`src/rtl/xfer_cnt_pkg.sv`:
```
`timescale 1ns/1ps
// Package: shared types for the transfer counter.
// Assumes: one control event set per cycle, decoded in the top module.
package xfer_cnt_pkg;

    // Control events that reach the live counter in one cycle
    typedef struct packed {
        logic reload;   // shadow copy request from a DMA-flagged command
        logic start;    // transfer start from the DMA engine
        logic dec;      // one byte moved
        logic clr_tc;   // count byte written by software
    } cnt_ctl_t;

endpackage

```
`src/rtl/xc_shadow_bank.sv`:
```
`timescale 1ns/1ps
// Module: xc_shadow_bank
// Holds the write-side copy of the count, one byte register per address,
// and remembers whether the top byte has been written since reset.
// Assumes: byte addresses 0..NUM_BYTES-1, little-endian packing.
module xc_shadow_bank #(
    parameter int NUM_BYTES = 3,
    parameter int ADDR_W    = 3,
    localparam int COUNT_W  = 8 * NUM_BYTES
) (
    input  logic               clk,
    input  logic               rst_n,
    input  logic               wr_en,
    input  logic [ADDR_W-1:0]  wr_addr,
    input  logic [7:0]         wr_data,
    output logic [COUNT_W-1:0] shadow,
    output logic               cnt_byte_wr,
    output logic               hi_written
);

    localparam logic [ADDR_W-1:0] HI_ADDR = ADDR_W'(NUM_BYTES - 1);

    // One register per count byte
    for (genvar b = 0; b < NUM_BYTES; b++) begin : g_byte
        // Capture the byte written at this address
        always_ff @(posedge clk) begin
            if (!rst_n) begin
                shadow[8*b +: 8] <= 8'h00;
            end else if (wr_en && (wr_addr == ADDR_W'(b))) begin
                shadow[8*b +: 8] <= wr_data;
            end
        end
    end

    // Flag any write to a count byte (used to clear terminal count)
    always_comb begin
        cnt_byte_wr = wr_en && (wr_addr <= HI_ADDR);
    end

    // Sticky record of the first high-byte write since reset
    always_ff @(posedge clk) begin
        if (!rst_n) begin
            hi_written <= 1'b0;
        end else if (wr_en && (wr_addr == HI_ADDR)) begin
            hi_written <= 1'b1;
        end
    end

endmodule

```
`src/rtl/xc_live_counter.sv`:
```
`timescale 1ns/1ps
// Module: xc_live_counter
// Live count and terminal-count flag.
// Priority for the count: reload, then start, then decrement.
// Priority for the flag: a clear beats a set.
// Assumes: at most one decrement per cycle; zero never wraps.
module xc_live_counter
    import xfer_cnt_pkg::*;
#(
    parameter int COUNT_W   = 24,
    parameter int EMPTY_EXP = 16
) (
    input  logic               clk,
    input  logic               rst_n,
    input  cnt_ctl_t           ctl,
    input  logic [COUNT_W-1:0] load_val,
    output logic [COUNT_W-1:0] count,
    output logic               tc
);

    localparam logic [COUNT_W-1:0] ONE       = COUNT_W'(1);
    localparam logic [COUNT_W-1:0] EMPTY_VAL = ONE << EMPTY_EXP;

    logic dec_ok;
    logic hit_zero;

    // A decrement counts only when nothing with higher priority is present
    always_comb begin
        dec_ok   = ctl.dec && !ctl.reload && !ctl.start && (count != '0);
        hit_zero = dec_ok && (count == ONE);
    end

    // Count register update
    always_ff @(posedge clk) begin
        if (!rst_n) begin
            count <= '0;
        end else if (ctl.reload) begin
            count <= load_val;
        end else if (ctl.start) begin
            count <= (count == '0) ? EMPTY_VAL : count;
        end else if (dec_ok) begin
            count <= count - ONE;
        end
    end

    // Terminal-count flag update
    always_ff @(posedge clk) begin
        if (!rst_n) begin
            tc <= 1'b0;
        end else if (ctl.clr_tc || ctl.start) begin
            tc <= 1'b0;
        end else if (hit_zero) begin
            tc <= 1'b1;
        end
    end

endmodule

```
`src/rtl/xc_read_mux.sv`:
```
`timescale 1ns/1ps
// Module: xc_read_mux
// Read data selection: live count bytes, chip identifier or status.
// Assumes: the command address and unused addresses read as zero.
module xc_read_mux #(
    parameter int          NUM_BYTES = 3,
    parameter int          ADDR_W    = 3,
    parameter logic [7:0]  CHIP_ID   = 8'hA2,
    parameter int          TC_BIT    = 4,
    localparam int         COUNT_W   = 8 * NUM_BYTES
) (
    input  logic [ADDR_W-1:0]  rd_addr,
    input  logic [COUNT_W-1:0] count,
    input  logic               tc,
    input  logic               hi_written,
    output logic [7:0]         rd_data
);

    localparam logic [ADDR_W-1:0] STAT_ADDR = ADDR_W'(NUM_BYTES + 1);

    // Pick the byte addressed by rd_addr
    always_comb begin
        rd_data = 8'h00;
        for (int b = 0; b < NUM_BYTES; b++) begin
            if (rd_addr == ADDR_W'(b)) begin
                rd_data = count[8*b +: 8];
            end
        end
        if ((rd_addr == ADDR_W'(NUM_BYTES - 1)) && !hi_written) begin
            rd_data = CHIP_ID;
        end
        if (rd_addr == STAT_ADDR) begin
            rd_data = 8'(tc) << TC_BIT;
        end
    end

endmodule

```
`src/rtl/xfer_count_regs.sv`:
```
`timescale 1ns/1ps
// Module: xfer_count_regs (top)
// Shadowed DMA transfer counter with byte-wide register access.
// Address map: 0..NUM_BYTES-1 count bytes (low first),
// NUM_BYTES command, NUM_BYTES+1 status.
// Assumes: reg_wr is a one-cycle pulse per byte; the read port is combinational.
module xfer_count_regs
    import xfer_cnt_pkg::*;
#(
    parameter int         NUM_BYTES = 3,
    parameter logic [7:0] CHIP_ID   = 8'hA2,
    parameter int         DMA_BIT   = 7,
    parameter int         TC_BIT    = 4,
    parameter int         EMPTY_EXP = 16,
    localparam int        COUNT_W   = 8 * NUM_BYTES,
    localparam int        ADDR_W    = $clog2(NUM_BYTES + 2)
) (
    input  logic               clk,
    input  logic               rst_n,
    input  logic               reg_wr,
    input  logic [ADDR_W-1:0]  reg_addr,
    input  logic [7:0]         reg_wdata,
    output logic [7:0]         reg_rdata,
    input  logic               xfer_start,
    input  logic               dma_strobe,
    output logic [COUNT_W-1:0] live_count,
    output logic               tc_flag
);

    localparam logic [ADDR_W-1:0] CMD_ADDR = ADDR_W'(NUM_BYTES);

    logic [COUNT_W-1:0] shadow_q;
    logic               cnt_byte_wr;
    logic               hi_written;
    cnt_ctl_t           ctl;

    // Decode control events for the live counter
    always_comb begin
        ctl.reload = reg_wr && (reg_addr == CMD_ADDR) && reg_wdata[DMA_BIT];
        ctl.start  = xfer_start;
        ctl.dec    = dma_strobe;
        ctl.clr_tc = cnt_byte_wr;
    end

    xc_shadow_bank #(
        .NUM_BYTES (NUM_BYTES),
        .ADDR_W    (ADDR_W)
    ) u_shadow (
        .clk         (clk),
        .rst_n       (rst_n),
        .wr_en       (reg_wr),
        .wr_addr     (reg_addr),
        .wr_data     (reg_wdata),
        .shadow      (shadow_q),
        .cnt_byte_wr (cnt_byte_wr),
        .hi_written  (hi_written)
    );

    xc_live_counter #(
        .COUNT_W   (COUNT_W),
        .EMPTY_EXP (EMPTY_EXP)
    ) u_live (
        .clk      (clk),
        .rst_n    (rst_n),
        .ctl      (ctl),
        .load_val (shadow_q),
        .count    (live_count),
        .tc       (tc_flag)
    );

    xc_read_mux #(
        .NUM_BYTES (NUM_BYTES),
        .ADDR_W    (ADDR_W),
        .CHIP_ID   (CHIP_ID),
        .TC_BIT    (TC_BIT)
    ) u_rd (
        .rd_addr    (reg_addr),
        .count      (live_count),
        .tc         (tc_flag),
        .hi_written (hi_written),
        .rd_data    (reg_rdata)
    );

endmodule

```
`config.mk`:
```
export PLATFORM = sky130hd
export DESIGN_NAME = xfer_count_regs
export DESIGN_NICKNAME = d
export VERILOG_FILES = /design/src/rtl/xfer_cnt_pkg.sv /design/src/rtl/xc_shadow_bank.sv /design/src/rtl/xc_live_counter.sv /design/src/rtl/xc_read_mux.sv /design/src/rtl/xfer_count_regs.sv
export SDC_FILE = /design/constraint.sdc
export NUM_CORES = 1
export LEC_CHECK = 0
export BUFFER_PORTS_ARGS = -buffer_cell sky130_fd_sc_hd__clkbuf_2
export CAP_MARGIN = 10
export CORE_ASPECT_RATIO = 0.8
export CORE_MARGIN = 4
export CORE_UTILIZATION = 33
export CTS_CLUSTER_SIZE = 20
export DETAILED_ROUTE_END_ITERATION = 10
export PLACE_DENSITY = 0.54
export SLEW_MARGIN = 40
export SYNTH_ARGS = -nofsm -noshare
export SYNTH_HDL_FRONTEND = slang
export SYNTH_HIERARCHICAL = 1
export SYNTH_SLANG_ARGS = --single-unit
```
`constraint.sdc`:
```
create_clock -name clk -period 4.7 [get_ports clk]
set_input_delay 0.47 -clock clk [delete_from_list [all_inputs] [get_ports clk]]
set_output_delay 0.47 -clock clk [all_outputs]
set_load 0.005 [all_outputs]
```
==> out/metrics.csv <==
metric;value;unit
final-setup-viol-count;0;
status;complete, no violations;
critPathCaptureType;register;
post-route-period-util;0.6138;
clockBufferDepth;2;
viasPerCell;6.029;
drt_pass1_iterations;5;
dominantRegCellSynth;sky130_fd_sc_hd__dfxtp_1;
yosys_register_bits;50;
via_count;3165;
coreArea;9037;sq um
synth_seq_area_share;0.3267;
tightestPinTransition;0.8294;ns
fp.dieArea;10900;sq um
timing_hold_violations_final;0;
grt_pass1_vias;2923;
antenna_violating_nets_post_route;0;
clock_latency;0.29;ns
worst-r2r-setup-slack;1.82;ns
multi_input_comb_area;1906;sq um
synth_edf_count;0;
initial_utilization;0.3391;
initial_drc_count;345;
grt_overflow_total;0;
worst_voltage_drop_across_the_vdd_grid;222.9;uV
filler_cell_count;955;
post_synth.cell_area_avg;8.106;sq um
yosysWarningCount;6;
chipWidth;115.7;microns
finalNetCount;429;
time_the_worst_path_needs_with_i_o_delays_and_setup;2.885;ns
cts-htree-levels;2;
detailed_place_hpwl;7828;microns
worst-endpoint-arrival;3.02;ns
cts_resized;0;
clock-root-buffer;sky130_fd_sc_hd__clkbuf_16;
final_max_slew_viol_count;0;
count_of_hold_buffers_inserted_by_post_cts_repair;0;
mappedNetlistNets;397;
fraction_of_final_layout_cells_with_drive_strength_greater_than_1;0.2000;
drc_errors;0;
path_class_of_the_lowest_slack_min_delay_path;register to register;
globalplace.congestion;0.9699;
critPathRequiredTime;4.83;ns
timing.fmax;0.3466;GHz
timing.clock.skew;0.004909;ns
cts_tree;yes;
n_antenna_cell;0;
hold_depth;2;
yosys.cell_types.count;63;
timing.setup.tns;0;ns
r2r.worst_path.cells;5;
drt-total-wl;10860;microns
timing.max_cap.violations;0;
cts-buffers-inserted;5;
grt_max_degree;47;
rsz_0062_raised_after_global_routing;no;
portBuffers;48;
std_cell_rows;31;
synth_async_sr_flop_share;0;
boundaryPins;49;
gate_count_after_technology_mapping;378;
crit_fanout;13;
post-layout-total-power;2.374;mW
hold-path-endpoint;u_shadow/shadow[17]$_SDFFE_PN0P_;
worst_reg2reg_path_startpoint;u_live/count[18]$_SDFFE_PN0P_;
setup.worst_path.class;register to register;
antenna_violations_before_repair;0;
hold_start;u_shadow/shadow[17]$_SDFFE_PN0P_;
cts_post_setup_buffers_inserted;0;
worstReg2RegEnd;u_live/count[17]$_SDFFE_PN0P_;
synthesis.area;3064;sq um
layout.area.seq;1001;sq um
power.static_leakage;1.365;nW
power.density;671.8;nW/um^2
cts_num_sinks;50;
worst_setup_hold_path_clk_slew;0.07;ns
post_drt_wl_per_cell;20.68;microns
first_pass_grt_wire_length;16910;microns
fraction_of_the_core_area_covered_by_cells_at_the_end_of_the_flow;0.3910;
slew_headroom;0.4464;
critPathLaunchType;register;
syn2layout_area_growth;15.31;%
die_h;94.19;microns
grt_usage;0.2004;
where the power goes:
group,leakage [nW],switching [mW],internal (mW),total (mW)
logic,0.878,0.786,0.480,1.27
clock network,0.0799,0.165,0.249,0.415
registers,0.407,0.188,0.505,0.693
total,1.36,1.14,1.24,2.37
worst max-delay path by stage:
stage,start,endpoint,cells past startpoint
final,u_live/count[18]$_SDFFE_PN0P_,u_live/count[17]$_SDFFE_PN0P_,5
after global routing,u_live/count[18]$_SDFFE_PN0P_,u_live/count[17]$_SDFFE_PN0P_,5
after CTS,u_live/count[18]$_SDFFE_PN0P_,u_live/count[17]$_SDFFE_PN0P_,5
after detailed placement,u_live/count[18]$_SDFFE_PN0P_,u_live/count[17]$_SDFFE_PN0P_,5
after global placement,reg_addr[0],u_live/count[17]$_SDFFE_PN0P_,8
after floorplan,u_live/count[18]$_SDFFE_PN0P_,u_live/count[22]$_SDFFE_PN0P_,6
cell usage after synthesis (2+ instances only):
master                     count  area share
sky130_fd_sc_hd__nand4_1       4      0.0082
sky130_fd_sc_hd__nand2_1      60       0.074
sky130_fd_sc_hd__a21boi_1      2      0.0049
sky130_fd_sc_hd__dfxtp_1      50        0.33
sky130_fd_sc_hd__ha_1          3       0.012
sky130_fd_sc_hd__inv_1         7      0.0086
sky130_fd_sc_hd__a32oi_1       2      0.0057
sky130_fd_sc_hd__o31ai_1      11       0.027
sky130_fd_sc_hd__o21ai_0       5      0.0082
sky130_fd_sc_hd__a22oi_1       3      0.0073
sky130_fd_sc_hd__or3_1         3      0.0061
sky130_fd_sc_hd__nor3_1       13       0.021
sky130_fd_sc_hd__clkbuf_1     16       0.020
sky130_fd_sc_hd__a211oi_1      8       0.020
sky130_fd_sc_hd__nor4_2        4       0.016
sky130_fd_sc_hd__nor3b_1       2      0.0049
sky130_fd_sc_hd__o21a_1        3      0.0073
sky130_fd_sc_hd__and2_1        2      0.0041
sky130_fd_sc_hd__a31oi_1       4      0.0082
sky130_fd_sc_hd__mux2_2        4       0.015
sky130_fd_sc_hd__a21oi_1      24       0.039
sky130_fd_sc_hd__a32o_1        4       0.013
sky130_fd_sc_hd__a311oi_1      5       0.014
sky130_fd_sc_hd__o21ai_1       3      0.0049
sky130_fd_sc_hd__mux2i_1      25       0.082
sky130_fd_sc_hd__nand2b_1      4      0.0082
sky130_fd_sc_hd__nor2_1       21       0.026
sky130_fd_sc_hd__buf_2         9       0.015
sky130_fd_sc_hd__or4_1         7       0.017
sky130_fd_sc_hd__or2_2         3      0.0061
sky130_fd_sc_hd__and3_1        2      0.0041
sky130_fd_sc_hd__nand3_1       9       0.015
sky130_fd_sc_hd__nor4_1       14       0.029
sky130_fd_sc_hd__o22ai_1       2      0.0041
sky130_fd_sc_hd__buf_4         3      0.0073
sky130_fd_sc_hd__o311ai_0     10       0.029
cell type report:
cell class / count / share of cell area
multi-input cells: 291 / 0.5393
flip-flops and latches: 50 / 0.2833
repair buffers: 55 / 0.08286
well taps: 115 / 0.04072
clock buffers: 5 / 0.03541
clock inverters: 2 / 0.01098
inverters: 7 / 0.007436
critical path, cell delays in order, from the launching register on:
cell,delay (ns)
sky130_fd_sc_hd__dfxtp_1,0.39
sky130_fd_sc_hd__or4_1,0.70
sky130_fd_sc_hd__nand2b_1,0.31
sky130_fd_sc_hd__o31a_1,0.48
sky130_fd_sc_hd__nor2_1,0.66
sky130_fd_sc_hd__a311oi_1,0.17
placed cells by master (no fill, tap or decap), types with 5 or more instances in the layout:
master,count
sky130_fd_sc_hd__nand3_1,9
sky130_fd_sc_hd__inv_1,7
sky130_fd_sc_hd__o21ai_0,5
sky130_fd_sc_hd__a21oi_1,24
sky130_fd_sc_hd__o31ai_1,11
sky130_fd_sc_hd__nor3_1,13
sky130_fd_sc_hd__or4_1,7
sky130_fd_sc_hd__dfxtp_1,50
sky130_fd_sc_hd__a211oi_1,8
sky130_fd_sc_hd__clkbuf_2,47
sky130_fd_sc_hd__mux2i_1,25
sky130_fd_sc_hd__nor2_1,20
sky130_fd_sc_hd__nand2_1,60
sky130_fd_sc_hd__buf_4,7
sky130_fd_sc_hd__clkbuf_16,5
sky130_fd_sc_hd__o311ai_0,10
sky130_fd_sc_hd__nor4_1,14
sky130_fd_sc_hd__a311oi_1,5
cell families after synthesis:
| family | Yosys count | synth area share |
|---|---|---|
| simple gates | 162 | 0.2850 |
| compound gates | 95 | 0.2189 |
| flops | 50 | 0.3267 |
| buf+inv | 37 | 0.05512 |
| mux | 29 | 0.09636 |
| fa+ha+maj | 3 | 0.01225 |
| xor+xnor | 2 | 0.005718 |
flip-flops by register name, indices dropped and copies added, names as in the netlist:
register             count
u_shadow/shadow         24
u_shadow/hi_written      1
u_live/tc                1
u_live/count            24
metrics by stage:
stage               hold slack (ns)  std cells  worst slack (ns)  instance area, sq um
global placement             0.4436        518             1.956                  3361
CTS                          0.4642        525             1.873                  3533
detailed placement           0.4551        518             1.892                  3369
global route                 0.4860        525             1.756                  3533
floorplan                    0.4334        378             2.411                  3064
finish                       0.4609        525             1.815                  3533
routing by layer:
metal,part of all wire,GRT usage,up-vias
met5,0,0,-
met1,0.49,0.3154,1471
met3,0.11,0.04829,11
met2,0.39,0.2673,188
li1,-,-,1495
met4,0.010,0.04734,0
Note: power is estimated with default switching activity, not from simulation.
